**src/rtl/out_cond_pkg.sv**
```systemverilog
`timescale 1ns/1ps
package out_cond_pkg;
  localparam int ENTRY_W = 4;
  localparam int ENTRIES = 1 << ENTRY_W;
  localparam int WORD_W  = 16;
  localparam int ADDR_W  = ENTRY_W + 3;
  localparam int VAL_W   = 2 * WORD_W;

  typedef enum logic [1:0] {
    BANK_RND = 2'd0,
    BANK_WIN = 2'd1,
    BANK_LIM = 2'd2,
    BANK_CTL = 2'd3
  } bank_e;

  typedef struct packed {
    logic               wrRnd;
    logic               wrWin;
    logic               wrLim;
    logic               wrCtl;
    logic [ENTRY_W-1:0] entry;
    logic [VAL_W-1:0]   value;
  } cfg_strobe_t;
endpackage

```
**src/rtl/out_cond_ctrl.sv**
```systemverilog
`timescale 1ns/1ps
module out_cond_ctrl
  import out_cond_pkg::*;
(
  input  logic              clk,
  input  logic              rstN,
  input  logic              wrEn,
  input  logic [ADDR_W-1:0] wrAddr,
  input  logic [WORD_W-1:0] wrData,
  output cfg_strobe_t       strobe
);
  bank_e bank;
  logic hiHalf;
  logic splitBank;
  logic [WORD_W-1:0] holdLo;

  assign bank      = bank_e'(wrAddr[ADDR_W-1 -: 2]);
  assign hiHalf    = wrAddr[0];
  assign splitBank = (bank == BANK_RND) || (bank == BANK_LIM);

  // first half of a split value waits here for its partner
  always_ff @(posedge clk) begin
    if (!rstN) holdLo <= '0;
    else if (wrEn && splitBank && !hiHalf) holdLo <= wrData;
  end

  always_comb begin
    strobe.wrRnd = wrEn && (bank == BANK_RND) && hiHalf;
    strobe.wrLim = wrEn && (bank == BANK_LIM) && hiHalf;
    strobe.wrWin = wrEn && (bank == BANK_WIN);
    strobe.wrCtl = wrEn && (bank == BANK_CTL);
    strobe.entry = wrAddr[ENTRY_W:1];
    strobe.value = splitBank ? {wrData, holdLo} : {{WORD_W{1'b0}}, wrData};
  end
endmodule

```
**src/rtl/out_cond_dp.sv**
```systemverilog
`timescale 1ns/1ps
module out_cond_dp
  import out_cond_pkg::*;
#(
  parameter int DATA_W = 32,
  parameter int OUT_W  = 12
) (
  input  logic               clk,
  input  logic               rstN,
  input  cfg_strobe_t        strobe,
  input  logic               inValid,
  input  logic [DATA_W-1:0]  inData,
  input  logic [ENTRY_W-1:0] inSel,
  output logic               outValid,
  output logic [OUT_W-1:0]   outData
);
  localparam int POS_W   = $clog2(DATA_W);
  localparam int MAX_POS = DATA_W - OUT_W;
  localparam logic [POS_W-1:0] MAX_POS_V = POS_W'(MAX_POS);

  logic [DATA_W-1:0] rndBank [ENTRIES];
  logic [POS_W-1:0]  winBank [ENTRIES];
  logic [OUT_W-1:0]  loBank  [ENTRIES];
  logic [OUT_W-1:0]  hiBank  [ENTRIES];
  logic              limOn;

  for (genvar e = 0; e < ENTRIES; e++) begin : g_bank
    always_ff @(posedge clk) begin
      if (!rstN) begin
        rndBank[e] <= '0;
        winBank[e] <= '0;
        loBank[e]  <= '0;
        hiBank[e]  <= '1;
      end else if (strobe.entry == ENTRY_W'(e)) begin
        if (strobe.wrRnd) rndBank[e] <= strobe.value[DATA_W-1:0];
        if (strobe.wrWin) winBank[e] <= strobe.value[POS_W-1:0];
        if (strobe.wrLim) begin
          loBank[e] <= strobe.value[OUT_W-1:0];
          hiBank[e] <= strobe.value[WORD_W +: OUT_W];
        end
      end
    end
  end

  always_ff @(posedge clk) begin
    if (!rstN) limOn <= 1'b0;
    else if (strobe.wrCtl) limOn <= strobe.value[1];
  end

  // stage 1: rounding add
  logic               s1Valid;
  logic [DATA_W-1:0]  s1Sum;
  logic [ENTRY_W-1:0] s1Sel;
  // stage 2: window
  logic               s2Valid;
  logic [OUT_W-1:0]   s2Win;
  logic [ENTRY_W-1:0] s2Sel;

  logic [POS_W-1:0]  posSat;
  logic [DATA_W-1:0] shifted;
  logic [OUT_W-1:0]  curLo, curHi, clampVal;

  always_comb begin
    posSat  = (winBank[s1Sel] > MAX_POS_V) ? MAX_POS_V : winBank[s1Sel];
    shifted = s1Sum >> posSat;
    curLo   = loBank[s2Sel];
    curHi   = hiBank[s2Sel];
    if (limOn && (s2Win < curLo))      clampVal = curLo;
    else if (limOn && (s2Win > curHi)) clampVal = curHi;
    else                               clampVal = s2Win;
  end

  always_ff @(posedge clk) begin
    if (!rstN) begin
      s1Valid  <= 1'b0;
      s1Sum    <= '0;
      s1Sel    <= '0;
      s2Valid  <= 1'b0;
      s2Win    <= '0;
      s2Sel    <= '0;
      outValid <= 1'b0;
      outData  <= '0;
    end else begin
      s1Valid  <= inValid;
      s2Valid  <= s1Valid;
      outValid <= s2Valid;
      if (inValid) begin
        s1Sum <= inData + rndBank[inSel];
        s1Sel <= inSel;
      end
      if (s1Valid) begin
        s2Win <= shifted[OUT_W-1:0];
        s2Sel <= s1Sel;
      end
      if (s2Valid) outData <= clampVal;
    end
  end
endmodule

```
**src/rtl/out_cond_stage.sv**
```systemverilog
`timescale 1ns/1ps
module out_cond_stage
  import out_cond_pkg::*;
#(
  parameter int DATA_W = 32,
  parameter int OUT_W  = 12
) (
  input  logic               clk,
  input  logic               rstN,
  input  logic               wrEn,
  input  logic [ADDR_W-1:0]  wrAddr,
  input  logic [WORD_W-1:0]  wrData,
  input  logic               inValid,
  input  logic [DATA_W-1:0]  inData,
  input  logic [ENTRY_W-1:0] inSel,
  output logic               outValid,
  output logic [OUT_W-1:0]   outData
);
  cfg_strobe_t strobe;

  out_cond_ctrl u_ctrl (
    .clk    (clk),
    .rstN   (rstN),
    .wrEn   (wrEn),
    .wrAddr (wrAddr),
    .wrData (wrData),
    .strobe (strobe)
  );

  out_cond_dp #(.DATA_W(DATA_W), .OUT_W(OUT_W)) u_dp (
    .clk      (clk),
    .rstN     (rstN),
    .strobe   (strobe),
    .inValid  (inValid),
    .inData   (inData),
    .inSel    (inSel),
    .outValid (outValid),
    .outData  (outData)
  );
endmodule

```
**config.mk**
```make
export PLATFORM = sky130hd
export DESIGN_NAME = out_cond_stage
export DESIGN_NICKNAME = d
export VERILOG_FILES = /design/src/rtl/out_cond_pkg.sv /design/src/rtl/out_cond_ctrl.sv /design/src/rtl/out_cond_dp.sv /design/src/rtl/out_cond_stage.sv
export SDC_FILE = /design/constraint.sdc
export NUM_CORES = 2
export LEC_CHECK = 0
export ABC_AREA = 1
export BUFFER_PORTS_ARGS = -buffer_cell sky130_fd_sc_hd__buf_4
export CORE_AREA = 2 2 309 311
export CTS_BUF_LIST = sky130_fd_sc_hd__clkbuf_4
export DETAILED_ROUTE_END_ITERATION = 8
export DIE_AREA = 0 0 311 313
export PLACE_DENSITY = 0.84
export SKIP_CTS_REPAIR_TIMING = 1
export SYNTH_ARGS = -nofsm -noshare
export SYNTH_HDL_FRONTEND = slang
export SYNTH_HIERARCHICAL = 1
export SYNTH_SLANG_ARGS = --single-unit
```
**constraint.sdc**
```tcl
create_clock -name clk -period 4.71 [get_ports clk]
set_input_delay 0.942 -clock clk [delete_from_list [all_inputs] [get_ports clk]]
set_output_delay 0.942 -clock clk [all_outputs]
set_load 0.02 [all_outputs]
```
* Word-level counts from Yosys, hierarchy flattened
Memories as Yosys holds them, arrays and structs flattened. A register that Yosys moved wholly into a read port is not among the register bits.
Cells that the tools add are included.
** Word-level totals
- Bits in registers :: 84
- Memory bits (writable) :: 976
- Bits of input ports :: 63
- Output and inout port bits :: 13
- Word-level logic and storage cells :: 337
- Memories :: 4
** Memories
- u_dp.rndBank :: depth 16, width 32, read ports 1, clocked after memory_dff 0, write ports 16, line out_cond_dp.sv:21 : logic [DATA_W-1:0] rndBank [ENTRIES];
- u_dp.hiBank :: depth 16, width 12, read ports 1, clocked after memory_dff 1, write ports 16, line out_cond_dp.sv:24 : logic [OUT_W-1:0] hiBank [ENTRIES];
- u_dp.loBank :: depth 16, width 12, read ports 1, clocked after memory_dff 1, write ports 16, line out_cond_dp.sv:23 : logic [OUT_W-1:0] loBank [ENTRIES];
- u_dp.winBank :: depth 16, width 5, read ports 1, clocked after memory_dff 1, write ports 16, line out_cond_dp.sv:22 : logic [POS_W-1:0] winBank [ENTRIES];
** Cells by class
- $add $sub $neg :: 1
- $lt $le $gt $ge :: 3
- Equality and inequality tests :: 18
- Shifts and indexed selects :: 1
- Mux-type cells :: 222
- Bitwise logic cells :: 64
- Reductions and logical operators :: 14
** Operators by type and width (count)
- $mux 32 :: 17
- $mux 12 :: 34
- $mux 1 :: 148
- $mux 5 :: 17
- $or 1x1->1 :: 64
- $add 32x32->32 :: 1
- $eq 4x4->1 const B :: 8
- $shr 32x5->12 :: 1
- $mux 4 :: 6
- $eq 4x3->1 const B :: 4
- $gt 12x12->1 :: 1
- $lt 12x12->1 :: 1
- $logic_and 1x1->1 :: 10
- $eq 4x2->1 const B :: 2
- $gt 5x5->1 const B :: 1
- $eq 2x2->1 const B :: 2
- $eq 4x1->1 const B :: 1
- $logic_not 4->1 :: 1
- $eq 2x1->1 const B :: 1
- $logic_not 2->1 :: 1
- $logic_not 1->1 :: 1
- $logic_or 1x1->1 :: 1

* Longest topological paths before layout
- Depth in word-level cells :: 8
- Mapped depth :: 25

* Modules after synthesis
The synthesis kept the hierarchy.
** By module, submodules not included
- out_cond_dp :: instances 1, cells an instance 5057, area each 50368.3 um2, sequential area each 30829.6 um2
- out_cond_ctrl :: instances 1, cells an instance 184, area each 1033.5 um2, sequential area each 320.3 um2

* Worst setup path after synthesis
No wires, ideal clock.
- Path kind :: input port to flip-flop
- Start point :: in inSel[0]
- End point :: reg u_dp.s1Sum[22]
- Setup time :: 0.115 ns
- Arrival time :: 4.918 ns
- Data required time :: 4.595 ns
- Slack :: -0.324 ns
- Stages on the path :: 24
- Path through :: buf_2 > buf_2 > buf_2 > clkbuf_1 > buf_1 > mux2i_1 > o211ai_1 > nand3_1 > nand2_1 > ha_1 > inv_1 > fa_1 > inv_1 > nand3_1 > nand2_1 > a21oi_1 > o21ai_0 > a21oi_1 > o21ai_0 > a21boi_0 > o21ai_0 > xor2_1 > o21ai_0 > inv_1
** On the way
- Word-level cells in the longest chain between the ends :: 2
** Ends and longest elaborated chain
- start, declared :: line out_cond_stage.sv:15 : input logic [ENTRY_W-1:0] inSel,
- $mem_v2 16x32
- $add 32x32->32 :: line out_cond_dp.sv:88 : s1Sum <= inData + rndBank[inSel];
- end signal, assigned :: line out_cond_dp.sv:88
- end, declared :: line out_cond_dp.sv:52 : logic [DATA_W-1:0] s1Sum;
No other way between the ends.
A chain may end at the register's enable or synchronous reset.

==> results.md <==
* H-Tree Depth at 5
* Post-synthesis net count at 5359
* Synth Flop Type: sky130_fd_sc_hd__edfxtp_1
* Final cell count without fillers at 6763
* Maximum clock skew at final layout at 0.102 ns
* Final worst path period need at 4.23 ns
* Unrepaired setup endpoints after global routing: no
* Hold Path Class: primary input to flop
* Antenna violations before repair at 6
* Number of I/O port buffers at 75
* Slew Limit Headroom at 6.22%
* Total Nets Final at 5454
* Final Cycle Share at 89.8%
* Buf/Inv on CP at 3
* Via count at 40400
* Status: finished, final reports clean
* Number of distinct library cell variants in the gate-level netlist after synthesis at 46
* Cell area reported after detailed placement at 53100 um^2
* Setup TNS after final layout at 0 ns
* Total Wirelength at 144000 um
* CTS Buffer Depth at 4
* Routed length on met2 at 66500 um
* Cell Count Post-Placement at 6313
* Die Width at 311 um
* Flip-flop and latch count after synthesis at 1068
* Largest net degree at the start of global routing at 134
* Category of the worst setup path capture point: flop
* Number of violations reported at the end of detailed-routing iteration 0 at 5950
* Remaining antenna violation count at 0
* Number of sinks handled by clock tree synthesis at 1068
* Upper clock frequency limit at 236 MHz
* Crit-path most repeated cell: sky130_fd_sc_hd__nand2_1
* Max-cap violations at 0
* Proportion of layout cells with a drive suffix above 1 at 12.2%
* CTS buffer count at 280
* EDFF count, synth at 976
* Depth of the most critical reg-to-reg path at 19
* First-pass GRT wire length at 216000 um
* Design Area, Final at 56300 um^2
* Die extent in y at 313 um
* Fill cell count at 7291
* Count of mapped cells out of synthesis at 5241
* Global routing usage summed across all routing layers at 28.9%
* Router iterations before antenna repair at 6
* Final hold slack at 0.00410 ns
* Clock transition at the registers of the reported paths at 0.08 ns
* Least-Margin Pin Slew at 1.41 ns
* Overall overflow remaining after global route at 0
* Highest metal layer with signal wires: met5
* Endpoints failing setup at 0
* Clock tree from TritonCTS: done
* WL met1 at 51300 um
* Placer congestion estimate at 0.965
* Clk_lat worst skew at 1.18 ns
* Total count of hold-check failures in the final report at 0
* Type of the setup path with the least slack: flop to flop
* Arrival time worst endpoint at 5.16 ns
* Worst supply voltage drop on vdd at 0.218 mV
* Mean cell area of the mapped netlist at 9.81 um^2
* Share of flip-flops with an asynchronous set or reset at 0%
* Detailed placement HPWL at 88400 um
* Starting density of the core at 54.6%
* Stages on worst setup path at 19
* Top cells by area in the synthesized netlist: sky130_fd_sc_hd__edfxtp_1 (57%), sky130_fd_sc_hd__nor2_1 (7.0%), sky130_fd_sc_hd__nand2_1 (5.1%)
* Post-synthesis cell area at 51400 um^2
* Static leakage at 21.9 nW
* Critical path's top delay family: compound AO/OA/AOI/OAI gates
* Pins over their slew limit at 0
* Detailed-route DRC error count at 0
* Drt via density at 5.97
* CP peak stage delay at 0.54 ns
* Wire length per cell at 21.4 um
* Total core area at 94200 um^2
* Pwr dens at 375 nW/um^2
* Io pins at 76
* Worst hold path depth at 3
* Slowest library cell on the worst path: sky130_fd_sc_hd__nand3_1
* PnR Total Power at 21.1 mW
* Vias in the first global route at 38900
* Routed length on met3 at 21100 um
* Critical Path Start Type: flop
* Buffer cell driving the clock tree root: sky130_fd_sc_hd__clkbuf_4
* Synth top area share at 57.0%
* Largest area contributor in the synthesized netlist: sky130_fd_sc_hd__edfxtp_1
* P&R area growth vs syn at 9.54%
* Ys Warns at 6
* Standard-cell row count at 113
* Die Footprint at 97300 um^2
* Critical path required time at 5.64 ns
* Post-synthesis sequential area ratio at 60.6%
* Critical-path cell list: buf_12, a21oi_1, o21ai_0, o21ai_0, o211ai_1, nand2_1, inv_1, ha_1, nand2_1, inv_1, nand3_1, nor3_1, nand2_1, o2111ai_1, nand3_1, o21ai_0, nand2_1, nand3_1, a21oi_1
* Largest fanout of any net on the critical path at 100
==> state kept, by name (all words and copies together), names as in the netlist, named ones only <==
name and flops:
u_dp/outData 12, u_dp/loBank 192, u_dp/outValid 1, u_dp/s2Win 12
u_dp/s1Sel 4, u_dp/s2Sel 4, u_ctrl/holdLo 16, u_dp/hiBank 192
u_dp/s1Valid 1, u_dp/s2Valid 1, u_dp/winBank 80, u_dp/rndBank 512
u_dp/s1Sum 32, u_dp/limOn 1
==> final cells by class <==
cell class	instances	area [um^2]	share of cell area, %
Clock buffer	377	2830	5.03
Timing Repair Buffer	237	2000	3.55
Clock inverter	63	250	0.444
Tap cell	1265	1580	2.81
Inverter	475	1790	3.18
Multi-Input combinational cell	3274	16700	29.6
Sequential cell	1068	31200	55.3
Antenna cell	4	10.0	0.0178
==> path summary, 6_finish.rpt <==
check                                              startpoint                              to  slack, ns
worst max-delay path                                     flop    u_dp/outData[0]$_SDFFE_PN0P_       0.48
worst min-delay path                               wrData[10]  u_ctrl/holdLo[10]$_SDFFE_PN0P_      0.004
worst max register to register                           flop    u_dp/outData[0]$_SDFFE_PN0P_       0.48
worst min register to register  u_dp/outData[10]$_SDFFE_PN0P_   u_dp/outData[10]$_SDFFE_PN0P_       0.47
==> placed cells by master, fill, tap and decap left out, types with 15 or more instances in the layout <==
master                     count
sky130_fd_sc_hd__nor2_1      963
sky130_fd_sc_hd__inv_2        19
sky130_fd_sc_hd__nand3_1     331
sky130_fd_sc_hd__xor2_1       15
sky130_fd_sc_hd__ha_1         54
sky130_fd_sc_hd__clkbuf_4    377
sky130_fd_sc_hd__buf_4       215
sky130_fd_sc_hd__dfxtp_1      89
sky130_fd_sc_hd__edfxtp_1    976
sky130_fd_sc_hd__a21oi_1     317
sky130_fd_sc_hd__o211ai_1    231
sky130_fd_sc_hd__nand2_1     693
sky130_fd_sc_hd__o21ai_0     365
sky130_fd_sc_hd__buf_12       16
sky130_fd_sc_hd__clkinv_1     48
sky130_fd_sc_hd__mux2i_1     220
sky130_fd_sc_hd__inv_1       458
==> cell usage after synthesis, types with 3 or more instances <==
library cell,instances
sky130_fd_sc_hd__a21boi_0,3
sky130_fd_sc_hd__a21oi_1,317
sky130_fd_sc_hd__a31oi_1,7
sky130_fd_sc_hd__buf_1,42
sky130_fd_sc_hd__buf_2,29
sky130_fd_sc_hd__buf_4,15
sky130_fd_sc_hd__buf_6,12
sky130_fd_sc_hd__clkbuf_1,324
sky130_fd_sc_hd__dfxtp_1,92
sky130_fd_sc_hd__edfxtp_1,976
sky130_fd_sc_hd__ha_1,54
sky130_fd_sc_hd__inv_1,467
sky130_fd_sc_hd__inv_2,5
sky130_fd_sc_hd__mux2i_1,220
sky130_fd_sc_hd__nand2_1,693
sky130_fd_sc_hd__nand2_2,4
sky130_fd_sc_hd__nand3_1,331
sky130_fd_sc_hd__nand3_2,9
sky130_fd_sc_hd__nand4_1,10
sky130_fd_sc_hd__nor2_1,964
sky130_fd_sc_hd__nor3_1,9
sky130_fd_sc_hd__o211ai_1,231
sky130_fd_sc_hd__o21ai_0,367
sky130_fd_sc_hd__o21ai_1,3
sky130_fd_sc_hd__o221ai_1,5
sky130_fd_sc_hd__or2_2,3
sky130_fd_sc_hd__xnor2_1,9
sky130_fd_sc_hd__xor2_1,15
==> tightest hold or removal path, delay by kind of cell <==
family                 cells  cell delay (ns)
and+or+nand+nor            2             0.12
buffers and inverters      1             0.09
==> metrics by stage <==
stage	util (%)	setup slack (ns)
6_report	59.8	0.479
3_3_place_gp	56.4	0.274
2_1_floorplan	-	0.102
3_5_place_dp	56.4	0.163
5_1_grt	59.8	0.0886
4_1_cts	59.7	0.380
==> routing by layer <==
metal	vias to the layer above	track usage [%]
met5	-	0
met4	6	12.7
met3	371	8.35
met2	2969	45.7
met1	18900	37.3
li1	18100	-
==> where the power goes <==
part,internal [mW],total (mW),leakage [nW],switching (mW)
sequential,10.7,10.9,10.6,0.181
clock,3.68,7.32,1.88,3.64
combinational,0.839,2.88,9.40,2.04
total,15.3,21.1,21.9,5.86
==> logic make-up (layout without fill, tap and decap cells) <==
logic type      Yosys count  count (layout)  synth area share (%)
xor+xnor                 24              24                 0.409
mux                     220             220                  4.28
fa+ha+maj                55              55                  1.35
compound gates          945             945                  10.5
simple gates           2030            2030                  15.9
flops                  1068            1068                  60.6
buf+inv                 899            1152                  6.96
other cells               0               4                     0
Power figures use the tool's default switching activity.
